File: config.mk
export PLATFORM = sky130hd
export DESIGN_NAME = gr_stream_packer
export DESIGN_NICKNAME = d
export VERILOG_FILES = /design/src/rtl/gr_pkg.sv /design/src/rtl/gr_encode.sv /design/src/rtl/gr_lane.sv /design/src/rtl/gr_stream_packer.sv
export SDC_FILE = /design/constraint.sdc
export NUM_CORES = 2
export LEC_CHECK = 0
export ABC_AREA = 0
export BUFFER_PORTS_ARGS = -buffer_cell sky130_fd_sc_hd__buf_2
export CORE_UTILIZATION = 26
export CTS_CLUSTER_DIAMETER = 30
export CTS_CLUSTER_SIZE = 8
export DETAILED_ROUTE_END_ITERATION = 10
export PLACE_DENSITY_LB_ADDON = 0.25
export SYNTH_ARGS = -nofsm -noshare
export SYNTH_HDL_FRONTEND = slang
export SYNTH_SLANG_ARGS = --single-unit
File: constraint.sdc
create_clock -name clk -period 6.5 [get_ports clk]
set_clock_uncertainty 0.2 [all_clocks]
set_input_delay 0.325 -clock clk [delete_from_list [all_inputs] [get_ports clk]]
set_output_delay 0.325 -clock clk [all_outputs]
set_load 0.005 [all_outputs]
File: src/rtl/gr_pkg.sv
`timescale 1ns/1ps
package gr_pkg;

    localparam int N_STREAM = 4;

    typedef enum logic [1:0] {
        ST_EEG = 2'd0,
        ST_HRV = 2'd1,
        ST_DOT = 2'd2,
        ST_EKG = 2'd3
    } stream_t;

    // Channel number to signal-type stream.
    function automatic stream_t chan_stream(input logic [3:0] ch);
        if (ch <= 4'd3)      return ST_EEG;
        else if (ch == 4'd4) return ST_HRV;
        else if (ch == 4'd5) return ST_DOT;
        else                 return ST_EKG;
    endfunction

    // Precision code to sample width in bits.
    function automatic logic [5:0] prec_bits(input logic [2:0] p);
        logic [5:0] w;
        unique case (p)
            3'd0: w = 6'd8;
            3'd1: w = 6'd10;
            3'd2: w = 6'd12;
            3'd3: w = 6'd14;
            3'd4: w = 6'd16;
            3'd5: w = 6'd18;
            3'd6: w = 6'd20;
            3'd7: w = 6'd32;
        endcase
        return w;
    endfunction

endpackage

File: src/rtl/gr_encode.sv
`timescale 1ns/1ps
module gr_encode
    import gr_pkg::*;
#(
    parameter int DATA_W = 32,
    parameter int K_W    = 4,
    parameter int ESC_Q  = 24,
    parameter int CODE_W = 56,
    parameter int LEN_W  = 6
) (
    input  logic [DATA_W-1:0] value,
    input  logic [K_W-1:0]    k,
    input  logic [2:0]        prec,
    input  logic              raw,
    output logic [CODE_W-1:0] code,
    output logic [LEN_W-1:0]  len
);

    logic [LEN_W-1:0]  width;
    logic [DATA_W-1:0] masked;
    logic [DATA_W-1:0] quot;
    logic [DATA_W-1:0] rem_mask;
    logic [DATA_W-1:0] rem;
    logic [CODE_W-1:0] unary;
    logic [CODE_W-1:0] esc_pre;

    always_comb begin
        width = LEN_W'(prec_bits(prec));
        if (int'(width) >= DATA_W)
            masked = value;
        else
            masked = value & ((DATA_W'(1) << width) - DATA_W'(1));

        quot     = value >> k;
        rem_mask = (DATA_W'(1) << k) - DATA_W'(1);
        rem      = value & rem_mask;
        unary    = (CODE_W'(1) << quot[LEN_W-1:0]) - CODE_W'(1);
        esc_pre  = ((CODE_W'(1) << ESC_Q) - CODE_W'(1)) << width;

        if (raw) begin
            code = CODE_W'(masked);
            len  = width;
        end else if (quot >= DATA_W'(ESC_Q)) begin
            code = esc_pre | CODE_W'(masked);
            len  = LEN_W'(ESC_Q) + width;
        end else begin
            code = (unary << (LEN_W'(k) + LEN_W'(1))) | CODE_W'(rem);
            len  = quot[LEN_W-1:0] + LEN_W'(k) + LEN_W'(1);
        end
    end

endmodule

File: src/rtl/gr_lane.sv
`timescale 1ns/1ps
module gr_lane #(
    parameter int WORD_W = 16,
    parameter int CODE_W = 56,
    parameter int LEN_W  = 6,
    parameter int BUF_W  = 71,
    parameter int CNT_W  = 7
) (
    input  logic              clk,
    input  logic              rst_n,
    input  logic              app,
    input  logic [CODE_W-1:0] app_code,
    input  logic [LEN_W-1:0]  app_len,
    input  logic              pop,
    output logic              full,
    output logic [WORD_W-1:0] head
);

    logic [BUF_W-1:0] acc_q;
    logic [BUF_W-1:0] placed;
    logic [CNT_W-1:0] cnt_q;

    // Left-align the code, then slide it behind the bits already held.
    always_comb begin
        placed = (BUF_W'(app_code) << (CNT_W'(BUF_W) - CNT_W'(app_len))) >> cnt_q;
    end

    always_ff @(posedge clk) begin
        if (!rst_n) begin
            acc_q <= '0;
            cnt_q <= '0;
        end else if (app) begin
            acc_q <= acc_q | placed;
            cnt_q <= cnt_q + CNT_W'(app_len);
        end else if (pop) begin
            acc_q <= acc_q << WORD_W;
            cnt_q <= cnt_q - CNT_W'(WORD_W);
        end
    end

    assign full = (cnt_q >= CNT_W'(WORD_W));
    assign head = acc_q[BUF_W-1 -: WORD_W];

endmodule

File: src/rtl/gr_stream_packer.sv
`timescale 1ns/1ps
module gr_stream_packer
    import gr_pkg::*;
#(
    parameter int DATA_W = 32,
    parameter int K_W    = 4,
    parameter int WORD_W = 16,
    parameter int ESC_Q  = 24
) (
    input  logic              clk,
    input  logic              rst_n,
    input  logic              in_valid,
    output logic              in_ready,
    input  logic [DATA_W-1:0] in_value,
    input  logic [K_W-1:0]    in_k,
    input  logic [3:0]        in_chan,
    input  logic [2:0]        in_prec,
    input  logic              in_raw,
    output logic              out_valid,
    input  logic              out_ready,
    output logic [WORD_W-1:0] out_word,
    output logic [1:0]        out_type
);

    localparam int CODE_W = ESC_Q + DATA_W;
    localparam int LEN_W  = $clog2(CODE_W + 1);
    localparam int BUF_W  = WORD_W - 1 + CODE_W;
    localparam int CNT_W  = $clog2(BUF_W + 1);

    typedef enum logic {S_IDLE, S_SEND} ostate_t;

    // Coder stage
    logic [CODE_W-1:0] enc_code;
    logic [LEN_W-1:0]  enc_len;
    logic              c_valid;
    logic [CODE_W-1:0] c_code;
    logic [LEN_W-1:0]  c_len;
    stream_t           c_type;
    logic              take;

    // Lanes
    logic [N_STREAM-1:0] lane_full;
    logic [N_STREAM-1:0] lane_app;
    logic [N_STREAM-1:0] lane_pop;
    logic [WORD_W-1:0]   lane_head [N_STREAM];

    // Output FSM
    ostate_t           st_q, st_d;
    logic              latch;
    logic              any_full;
    stream_t           sel;
    logic [WORD_W-1:0] word_q;
    stream_t           type_q;

    gr_encode #(
        .DATA_W (DATA_W),
        .K_W    (K_W),
        .ESC_Q  (ESC_Q),
        .CODE_W (CODE_W),
        .LEN_W  (LEN_W)
    ) u_enc (
        .value (in_value),
        .k     (in_k),
        .prec  (in_prec),
        .raw   (in_raw),
        .code  (enc_code),
        .len   (enc_len)
    );

    assign take     = c_valid && !lane_full[c_type];
    assign in_ready = !c_valid || take;

    always_ff @(posedge clk) begin
        if (!rst_n) begin
            c_valid <= 1'b0;
            c_code  <= '0;
            c_len   <= '0;
            c_type  <= ST_EEG;
        end else if (in_valid && in_ready) begin
            c_valid <= 1'b1;
            c_code  <= enc_code;
            c_len   <= enc_len;
            c_type  <= chan_stream(in_chan);
        end else if (take) begin
            c_valid <= 1'b0;
        end
    end

    for (genvar g = 0; g < N_STREAM; g++) begin : g_lane
        assign lane_app[g] = take  && (c_type == stream_t'(g));
        assign lane_pop[g] = latch && (sel    == stream_t'(g));

        gr_lane #(
            .WORD_W (WORD_W),
            .CODE_W (CODE_W),
            .LEN_W  (LEN_W),
            .BUF_W  (BUF_W),
            .CNT_W  (CNT_W)
        ) u_lane (
            .clk      (clk),
            .rst_n    (rst_n),
            .app      (lane_app[g]),
            .app_code (c_code),
            .app_len  (c_len),
            .pop      (lane_pop[g]),
            .full     (lane_full[g]),
            .head     (lane_head[g])
        );
    end

    // Fixed priority: EKG, EEG, HRV, DOT
    always_comb begin
        any_full = |lane_full;
        if (lane_full[ST_EKG])      sel = ST_EKG;
        else if (lane_full[ST_EEG]) sel = ST_EEG;
        else if (lane_full[ST_HRV]) sel = ST_HRV;
        else                        sel = ST_DOT;
    end

    // State register
    always_ff @(posedge clk) begin
        if (!rst_n) st_q <= S_IDLE;
        else        st_q <= st_d;
    end

    // Next state and capture control
    always_comb begin
        st_d  = st_q;
        latch = 1'b0;
        unique case (st_q)
            S_IDLE: begin
                if (any_full) begin
                    latch = 1'b1;
                    st_d  = S_SEND;
                end
            end
            S_SEND: begin
                if (out_ready) begin
                    if (any_full) latch = 1'b1;
                    else          st_d  = S_IDLE;
                end
            end
        endcase
    end

    always_ff @(posedge clk) begin
        if (!rst_n) begin
            word_q <= '0;
            type_q <= ST_EEG;
        end else if (latch) begin
            word_q <= lane_head[sel];
            type_q <= sel;
        end
    end

    assign out_valid = (st_q == S_SEND);
    assign out_word  = word_q;
    assign out_type  = type_q;

endmodule

==> flow_metrics.env <==
export IMPL_stdcell_count=7652
export IMPL_crit_buf_inv=1
export IMPL_io_pins=68
export IMPL_grt_pass1_wl_um=347800
export IMPL_dr_pass1_iters=7
export IMPL_die_x_um=413.6
export IMPL_end_kind="flop"
export IMPL_fmax_mhz=170.2
export IMPL_areaGrowthSynthToFinish_pct=15.71
export IMPL_worst_pin_slew_ns=1.434
export IMPL_critPathArrivalTime_ns=6.29
export IMPL_port_buffer_count=67
export IMPL_outcome="complete, no violations"
export IMPL_cts_tree="done"
export IMPL_path_cells="nor2_1 > o21a_1 > nor3_1 > nor4_1 > and2_1 > buf_4 > mux4_2 > mux2i_1 > a22o_1 > o21ai_0 > o22ai_1"
export IMPL_ys_seq_area_frac=0.1800
export IMPL_gp_congestion=1.062
export IMPL_nFillCells=17900
export IMPL_timing_final_crit_share=0.9040
export IMPL_cts_max_path_buffers=3
export IMPL_timing_hold_ws_ns=0.06913
export IMPL_core_mm2=0.1676
export IMPL_route_detailed_drc=0
export IMPL_mostFrequentLayoutCells="580 x nor2_1, 504 x nand2_1, 429 x a21oi_1"
export IMPL_viasPerCell=6.415
export IMPL_grt_pass1_vias=45670
export IMPL_htree_num_levels=3
export IMPL_cts_root_buf="clkbuf_16"
export IMPL_synth_area_top_cells="dfxtp_1 18%, mux4_2 15%, mux2i_1 9.1%, nor2_1 5.0%, a21oi_1 4.9%"
export IMPL_clk_pin_slew_ns=0.04
export IMPL_p_leak_uw=0.01970
export IMPL_layout_commonest_cell="nor2_1"
export IMPL_synth_top_area_cell="dfxtp_1"
export IMPL_vias=49080
export IMPL_syn_avg_cell_area_um2=8.036
export IMPL_overflow=0
export IMPL_cp_required_ns=6.91
export IMPL_ys_types=109
export IMPL_rows=150
export IMPL_startpoint_type="flop"
export IMPL_drive_above_1_share=0.1927
export IMPL_wl_per_cell_um=32.01
export IMPL_dp_hpwl_um=179500
export IMPL_relSlewSlack=0.03966
export IMPL_crit_family="simple AND/OR/NAND/NOR gates"
export IMPL_hold_viol=0
export IMPL_cp_max_fo=24
export IMPL_cp_slowest_cell="nor4_1"
export IMPL_syn_area_mm2=0.04404
export IMPL_period_minus_slack_ns=5.876
export IMPL_syn_instance_count=5480
export IMPL_worstSetupPathType="reg2reg"
export IMPL_layout_nets=5458
export IMPL_setup_viol_count_final=0
export IMPL_dr_first_iter_drc_count=7331
export IMPL_yosysWarnings=0
export IMPL_ys_flop_type="dfxtp_1"
export IMPL_hold_path_class="in2reg"
export IMPL_clk_latency_ns=0.75
export IMPL_wl_um=244900
export IMPL_grt_max_degree=103
export IMPL_die_h_um=413.6
export IMPL_cts_buffers=109
export IMPL_initial_utilization=0.2628
export IMPL_peakVddDrop_mv=0.2767
export IMPL_synthArstFlopShare=0
export IMPL_power_density_mw_per_mm2=374.1
export IMPL_place_inst=7408
export IMPL_slowest_delay_ns=1.10
export IMPL_ys_ff_latch=396
export IMPL_gr_usage_all_layers=0.2778
export IMPL_final_util=0.3040
export IMPL_cap_violations=0
export IMPL_ant_nets=0
export IMPL_cts_sinks=396
export IMPL_fin_tns_setup_ns=0
export IMPL_synth_top_area_frac=0.1800
export IMPL_finalMaxSlewViolations=0
export IMPL_antenna_found_initial=22
export IMPL_rsz0062_at_grt="no"
export IMPL_synth_edf_count=0
export IMPL_fp_dieArea_mm2=0.1710
-- state kept, by name, summed over array words and instances (netlist names) --
signal and cells:
out_valid 1, c_len 6, g_lane.u_lane.acc_q 284, g_lane.u_lane.cnt_q 28, c_code 56, out_type 2
c_type 2, c_valid 1, out_word 16
-- through the flow --
step | setup slack [ns] | power (uW) | instance area (um2)
final | 0.6242 | 19060 | 50960
after floorplan | 1.470 | 9274 | 44040
after global routing | 0.6574 | 19730 | 50950
after global placement | 0.6673 | 13120 | 46720
after detailed placement | 0.6107 | 13120 | 46720
after CTS | 0.8899 | 18750 | 50940
-- routing by layer --
layer  global-route usage  vias to the layer above  wire [um]
li1                     -                    21000          -
met1               0.3829                    24540     104200
met2               0.4023                     3012     102700
met3              0.07861                      507      26700
met4               0.1139                       22      11140
met5                    0                        -        141
-- area by class of cell --
| class | count | area (um2) | share of cell area |
|---|---|---|---|
| timing repair buffer | 336 | 2474 | 0.04854 |
| sequential | 396 | 7958 | 0.1562 |
| inverter | 65 | 249.0 | 0.004886 |
| tap | 2204 | 2758 | 0.05412 |
| clock inverter | 58 | 737.0 | 0.01446 |
| clock buffer | 146 | 3137 | 0.06156 |
| antenna | 5 | 12.51 | 0.0002455 |
| multi-input combinational | 4442 | 33630 | 0.6600 |
-- path summary, 6_finish.rpt --
kind | start | to | slack (ns) | cells after the start
min | in_prec[0] | c_len[2] | 0.07 | 4
min reg2reg | g_lane[0].u_lane.acc_q[15] | g_lane[0].u_lane.acc_q[15] | 0.25 | 2
max reg2reg | c_len[3] | g_lane[0].u_lane.acc_q[40] | 0.62 | 11
max | c_len[3] | g_lane[0].u_lane.acc_q[40] | 0.62 | 11
-- synth_stat cells (all sizes together), types with 63 or more instances --
library cell / number
a21o: 63
clkbuf: 421
dfxtp: 396
mux4: 312
a31oi: 73
nor3: 158
a21oi: 429
nand3: 130
o211ai: 83
mux2i: 401
o21ai: 387
nand2: 505
o22ai: 82
o221ai: 73
nor2: 582
mux2: 116
a211oi: 102
buf: 157
-- worst register-to-register path, cell delays in order (launching register included) --
cell and delay (ns):
dfxtp_2 0.36, nor2_1 0.85, o21a_1 1.04, nor3_1 0.19, nor4_1 1.10, and2_1 0.68
buf_4 0.29, mux4_2 0.31, mux2i_1 0.09, a22o_1 0.31, o21ai_0 0.24, o22ai_1 0.12
-- where the power goes --
part	internal, uW	switching (uW)	total, uW
sequential	3000	675	3680
combinational	3150	6680	9830
clock	3770	1790	5560
total	9920	9150	19100
-- cells by family after synthesis --
family                     synth area share
other                            0.00008515
muxes                                0.2819
xor gates and xnor gates           0.006961
DFF                                  0.1800
adders and majority gates           0.01835
and+or+nand+nor                      0.1727
AOI/OAI and AO/OA                    0.2796
buffers and inverters               0.06040
-- timing repair --
action,in CTS,in global routing
buffers inserted,0,0
hold endpoints to repair,81,0
gates resized for setup,0,0
hold buffers,34,0
Power figures use the tool's default switching activity.
